**config.mk**
```make
export PLATFORM = sky130hd
export DESIGN_NAME = irq_source_ctrl
export DESIGN_NICKNAME = d
export VERILOG_FILES = /design/src/rtl/irq_sel_pkg.sv /design/src/rtl/irq_host_regs.sv /design/src/rtl/irq_src_mux.sv /design/src/rtl/irq_edge_latch.sv /design/src/rtl/irq_source_ctrl.sv
export SDC_FILE = /design/constraint.sdc
export NUM_CORES = 1
export LEC_CHECK = 0
export CELL_PAD_IN_SITES_DETAIL_PLACEMENT = 0
export CELL_PAD_IN_SITES_GLOBAL_PLACEMENT = 2
export CORE_MARGIN = 3
export CORE_UTILIZATION = 26
export DETAILED_ROUTE_END_ITERATION = 10
export PLACE_DENSITY = 0.87
export SKIP_CTS_REPAIR_TIMING = 1
export SYNTH_ARGS = -nofsm -noshare
export SYNTH_HDL_FRONTEND = slang
export SYNTH_SLANG_ARGS = --single-unit
export TNS_END_PERCENT = 50
```
**constraint.sdc**
```tcl
create_clock -name clk -period 3.95 [get_ports clk]
set_clock_uncertainty 0.05 [all_clocks]
set_input_delay 0.395 -clock clk [delete_from_list [all_inputs] [get_ports clk]]
set_output_delay 0.395 -clock clk [all_outputs]
set_load 0.03 [all_outputs]
```
**src/rtl/irq_sel_pkg.sv**
```systemverilog
package irq_sel_pkg;

    localparam int ADDR_W   = 4;
    localparam int DATA_W   = 8;
    localparam int N_EXT    = 6;

    localparam logic [ADDR_W-1:0] OFF_TRIG = 4'h8;
    localparam logic [ADDR_W-1:0] OFF_CLR  = 4'h9;
    localparam logic [ADDR_W-1:0] OFF_SEL  = 4'hA;

    typedef enum logic [2:0] {
        SRC_G0_B0   = 3'd0,
        SRC_TIMER   = 3'd1,
        SRC_G0_B3   = 3'd2,
        SRC_G0_NB7  = 3'd3,
        SRC_G1_B3   = 3'd4,
        SRC_G1_NB7  = 3'd5,
        SRC_SOFT    = 3'd6,
        SRC_OFF     = 3'd7
    } src_e;

    typedef enum logic [1:0] {
        CK_32K  = 2'd0,
        CK_500K = 2'd1,
        CK_1M   = 2'd2,
        CK_2M   = 2'd3
    } clk_e;

    typedef struct packed {
        logic [1:0] spare;
        clk_e       clk;
        logic       rise;
        src_e       src;
    } sel_reg_t;

    localparam sel_reg_t SEL_RESET = sel_reg_t'(8'h07);

    // Effective level of a hardware source from the synchronized input vector.
    // Vector order: {g1_b7, g1_b3, g0_b7, g0_b3, timer, g0_b0}
    function automatic logic src_level(input src_e s, input logic [N_EXT-1:0] v);
        case (s)
            SRC_G0_B0:  return v[0];
            SRC_TIMER:  return v[1];
            SRC_G0_B3:  return v[2];
            SRC_G0_NB7: return ~v[3];
            SRC_G1_B3:  return v[4];
            SRC_G1_NB7: return ~v[5];
            default:    return 1'b0;
        endcase
    endfunction

    function automatic logic src_is_hw(input src_e s);
        return (s != SRC_SOFT) && (s != SRC_OFF);
    endfunction

endpackage

```
**src/rtl/irq_host_regs.sv**
```systemverilog
module irq_host_regs
    import irq_sel_pkg::*;
(
    input  logic              clk,
    input  logic              rst,
    input  logic              wr_en,
    input  logic [ADDR_W-1:0] wr_addr,
    input  logic [DATA_W-1:0] wr_data,
    output sel_reg_t          sel,
    output logic              trig_stb,
    output logic              clr_stb
);

    always_ff @(posedge clk) begin
        if (rst)
            sel <= SEL_RESET;
        else if (wr_en && wr_addr == OFF_SEL)
            sel <= sel_reg_t'(wr_data);
    end

    always_comb begin
        trig_stb = wr_en && (wr_addr == OFF_TRIG);
        clr_stb  = wr_en && (wr_addr == OFF_CLR);
    end

    // select register comes out of reset disabled
    a_r1_reset_sel: assert property (@(posedge clk)
        $past(rst) && !rst |-> sel == SEL_RESET);

    // writes elsewhere leave the select register alone
    a_r12_other_offsets: assert property (@(posedge clk) disable iff (rst)
        $past(!rst && !(wr_en && wr_addr == OFF_SEL)) |-> $stable(sel));

endmodule

```
**src/rtl/irq_src_mux.sv**
```systemverilog
module irq_src_mux
    import irq_sel_pkg::*;
#(
    parameter int SYNC_STAGES = 2
) (
    input  logic             clk,
    input  logic             rst,
    input  logic [N_EXT-1:0] raw_in,
    input  src_e             src,
    output logic             level
);

    logic [N_EXT-1:0] stage [SYNC_STAGES];

    for (genvar i = 0; i < SYNC_STAGES; i++) begin : g_sync
        always_ff @(posedge clk) begin
            if (rst)
                stage[i] <= '0;
            else if (i == 0)
                stage[i] <= raw_in;
            else
                stage[i] <= stage[(i == 0) ? 0 : i-1];
        end
    end

    always_comb level = src_level(src, stage[SYNC_STAGES-1]);

endmodule

```
**src/rtl/irq_edge_latch.sv**
```systemverilog
module irq_edge_latch
    import irq_sel_pkg::*;
(
    input  logic clk,
    input  logic rst,
    input  src_e src,
    input  logic rise,
    input  logic level,
    input  logic trig_stb,
    input  logic clr_stb,
    output logic pending
);

    src_e src_q;
    logic prev;
    logic src_chg;
    logic edge_hit;
    logic sw_hit;

    always_comb begin
        src_chg  = (src != src_q);
        edge_hit = src_is_hw(src) && !src_chg &&
                   (rise ? (level && !prev) : (!level && prev));
        sw_hit   = trig_stb && (src == SRC_SOFT);
    end

    always_ff @(posedge clk) begin
        if (rst) begin
            src_q   <= SRC_OFF;
            prev    <= 1'b0;
            pending <= 1'b0;
        end else begin
            src_q   <= src;
            prev    <= level;
            pending <= edge_hit || sw_hit || (pending && !clr_stb);
        end
    end

    // pending only rises from an event or software trigger
    a_r6_rise_has_cause: assert property (@(posedge clk) disable iff (rst)
        $rose(pending) |-> $past(edge_hit || sw_hit));

    // a lone clear empties the flag
    a_r6_clear_works: assert property (@(posedge clk) disable iff (rst)
        clr_stb && !edge_hit && !sw_hit |=> !pending);

    // an event in the clear cycle wins
    a_r7_event_wins: assert property (@(posedge clk) disable iff (rst)
        clr_stb && edge_hit |=> pending);

    // disabled selection never raises the flag
    a_r10_disabled: assert property (@(posedge clk) disable iff (rst)
        src == SRC_OFF && !pending |=> !pending);

    // a select change raises nothing in the cycle it is seen
    a_r11_reseed: assert property (@(posedge clk) disable iff (rst)
        src_chg && !trig_stb |=> !$rose(pending));

endmodule

```
**src/rtl/irq_source_ctrl.sv**
```systemverilog
module irq_source_ctrl
    import irq_sel_pkg::*;
(
    input  logic              clk,
    input  logic              rst,
    input  logic              wr_en,
    input  logic [ADDR_W-1:0] wr_addr,
    input  logic [DATA_W-1:0] wr_data,
    input  logic [7:0]        g0_portc,
    input  logic [7:0]        g1_portc,
    input  logic              timer_out,
    output logic              irq,
    output logic [1:0]        clk_sel
);

    sel_reg_t         sel;
    logic             trig_stb;
    logic             clr_stb;
    logic             level;
    logic [N_EXT-1:0] raw_in;

    always_comb raw_in = {g1_portc[7], g1_portc[3], g0_portc[7],
                          g0_portc[3], timer_out, g0_portc[0]};

    irq_host_regs u_regs (
        .clk      (clk),
        .rst      (rst),
        .wr_en    (wr_en),
        .wr_addr  (wr_addr),
        .wr_data  (wr_data),
        .sel      (sel),
        .trig_stb (trig_stb),
        .clr_stb  (clr_stb)
    );

    irq_src_mux #(.SYNC_STAGES(2)) u_mux (
        .clk    (clk),
        .rst    (rst),
        .raw_in (raw_in),
        .src    (sel.src),
        .level  (level)
    );

    irq_edge_latch u_latch (
        .clk      (clk),
        .rst      (rst),
        .src      (sel.src),
        .rise     (sel.rise),
        .level    (level),
        .trig_stb (trig_stb),
        .clr_stb  (clr_stb),
        .pending  (irq)
    );

    always_comb clk_sel = sel.clk;

    // trigger under software selection sets irq on the write edge
    a_r8_soft_trig: assert property (@(posedge clk) disable iff (rst)
        wr_en && wr_addr == OFF_TRIG && sel.src == SRC_SOFT |=> irq);

endmodule

```
==> results.sh <==
export IMPL_setup_slack_ns=2.18
export IMPL_whs_ns=0.403
export IMPL_rsz0062_at_grt="false"
export IMPL_worstPathRequired_ns=3.50
export IMPL_die_w_um=64.1
export IMPL_synth_seq_cells=23
export IMPL_synth_cell_types=27
export IMPL_cts_max_path_buffers=2
export IMPL_hold_viol=0
export IMPL_syn_nets=116
export IMPL_synthesis_area_um2=878
export IMPL_drv_slew=0
export IMPL_grt_pass1_vias=587
export IMPL_critPathLaunchType="register"
export IMPL_timing_fmax_mhz=564
export IMPL_overflow=0
export IMPL_globalplace_congestion=0.789
export IMPL_start_util=0.281
export IMPL_maxSlewHeadroom=0.522
export IMPL_slowest_delay_ns=0.68
export IMPL_ys_flop_type="dfxtp_1"
export IMPL_avgSynthCellArea_um2=10.5
export IMPL_setup_tns_ns=0
export IMPL_ios=35
export IMPL_p_total_uw=382
export IMPL_grt_max_degree=23
export IMPL_internal_power_uw=301
export IMPL_core_area_um2=3130
export IMPL_drtAntennaViolNets=0
export IMPL_syn_inst=84
export IMPL_cp_cell_sequence="clkdlybuf4s50_1"
export IMPL_crit_buf_inv=1
export IMPL_ctsHtreeMaxLevel=1
export IMPL_ir_drop_v=0.000266
export IMPL_p_leak_nw=0.410
export IMPL_synthArstFlopShare=0
export IMPL_end_kind="primary output"
export IMPL_cts_made_buffers=3
export IMPL_setup_viol=0
export IMPL_outcome="complete, no violations"
export IMPL_drt_pass1_iter_count=3
export IMPL_synth_warnings=0
export IMPL_grt_total_usage=0.0760
export IMPL_viasPerCell=4.17
export IMPL_clkLatencyLatePin_ns=0.30
export IMPL_rows=20
export IMPL_crit_type="reg -> out"
export IMPL_cts_sinks=23
export IMPL_p_sw_frac=0.212
export IMPL_critPathTopFamily="buffers and inverters"
export IMPL_root_buffer="clkbuf_4"
export IMPL_finalNetCount=137
export IMPL_powerDensity_nw_per_um2=336
export IMPL_dp_hpwl_um=1090
export IMPL_yosysSeqAreaShare=0.524
export IMPL_path_max_fanout=2
export IMPL_area_delta_synth_final_pct=29.3
export IMPL_drc=0
export IMPL_arrival_ns=1.33
export IMPL_place_ws_ns=1.90
export IMPL_cts_tree="done"
export IMPL_path_clk_slew_ns=0.12
export IMPL_num_antenna_cells=0
export IMPL_cpMaxStageDelayCell="clkdlybuf4s50_1"
export IMPL_pwr_share_seq=0.633
export IMPL_worst_pin_slew_ns=0.715
export IMPL_pwr_share_clk=0.277
export IMPL_synth_edf_count=0
export IMPL_drtIter0Drc=10
export IMPL_die_area_um2=4110
export IMPL_grt_pass1_wl_um=2500
export IMPL_fin_crit_ns=1.77
export IMPL_hold_path_class="reg -> reg"
export IMPL_wirelength_um=1480
export IMPL_chipHeight_um=64.1
export IMPL_maxCapViolCount=0
export IMPL_p_switching_uw=81.1
export IMPL_antenna_found_initial=0
export IMPL_io_buffer_count=21
export IMPL_dpl_cell_area_um2=1110
export IMPL_dr_total_vias=617
export IMPL_drive_gt1_frac=0.0769
export IMPL_avgRoutedWirePerCell_um=10.0
export IMPL_p_comb_frac=0.089
export IMPL_final_area_um2=1140
export IMPL_finalCritPeriodShare=0.449
logic make-up after synthesis:
logic type,Yosys count,share of synthesized area
simple gates,37,0.261
compound gates,9,0.0826
buf+inv,8,0.0555
xor+xnor,2,0.0199
mux,5,0.0570
flops,23,0.524
path summary, 6_finish.rpt:
check        cells past startpoint  slack [ns]           endpoint              start
max                              1        2.18                irq    u_latch.pending
min                              1        0.40  u_mux.stage[1][3]  u_mux.stage[0][3]
max reg2reg                      4        2.22    u_latch.pending      u_regs.sel[0]
min reg2reg                      1        0.40  u_mux.stage[1][3]  u_mux.stage[0][3]
metrics by stage:
stage | std cells | utilization
3_5_place_dp | 144 | 0.354
2_1_floorplan | 84 | -
6_report | 148 | 0.363
5_1_grt | 148 | 0.363
4_1_cts | 148 | 0.363
3_3_place_gp | 144 | 0.354
worst register-to-register path: cells and delay by family, from the launching register on:
kind,cells,cell delay [ns]
compound gates,1,0.26
flops,1,0.49
mux,1,0.22
simple gates,2,0.62
state kept, by name, indices dropped and copies added, names as in the netlist:
| name | count |
|---|---|
| u_latch.src_q | 3 |
| u_mux.stage | 12 |
| u_regs.sel | 6 |
| u_latch.prev | 1 |
| u_latch.pending | 1 |
cells in the mapped netlist, types with 2 or more instances:
cell type / instances / area [um^2]
inv_1: 3 / 11.3
nor2_1: 5 / 18.8
nor2b_1: 13 / 81.3
buf_4: 3 / 22.5
nand2_1: 5 / 18.8
mux2i_1: 5 / 50.1
or2b_1: 2 / 15.0
nand2b_1: 4 / 25.0
or2_2: 3 / 18.8
nor3_1: 2 / 10.0
dfxtp_1: 23 / 460
cell type report:
class                      count  area (um^2)
multi-input combinational     53          369
clock inverter                 1         7.51
tap                           44         55.1
fill                         330         1990
inverter                       3         11.3
clock buffer                   3         22.5
timing repair buffer          21          210
sequential                    23          460
layout by cell type (no fill, tap or decap):
master / instances
clkinvlp_4: 1
or2b_1: 2
or2_2: 3
inv_1: 3
nor2b_1: 13
xor2_1: 1
a211oi_1: 1
mux2i_1: 5
o32ai_1: 1
nand2_1: 5
a22oi_1: 1
nor2_1: 5
a41o_1: 1
a311oi_1: 1
or4_1: 1
nor3_1: 2
a21oi_1: 1
o311ai_0: 1
dfxtp_1: 23
a211o_1: 1
nor4bb_1: 1
nand2b_1: 4
clkbuf_4: 3
clkdlybuf4s50_1: 21
nor4b_4: 1
o211ai_1: 1
xnor2_1: 1
power groups by stage:
stage	clock, mW	combinational [mW]	sequential (mW)
CTS	0.109	0.0348	0.242
detailed placement	0	0.0345	0.247
finish	0.106	0.0341	0.242
global route	0.123	0.0374	0.243
floorplan	0	0.0149	0.246
global placement	0	0.0336	0.247
metal layers:
metal  vias up  track usage  wire length, um
met2        18        0.138              739
met1       279       0.0776              613
met3         0       0.0387              128
met4         0       0.0158                0
li1        320            -                -
met5         -            0                0
(Power assumes the default switching activity.)
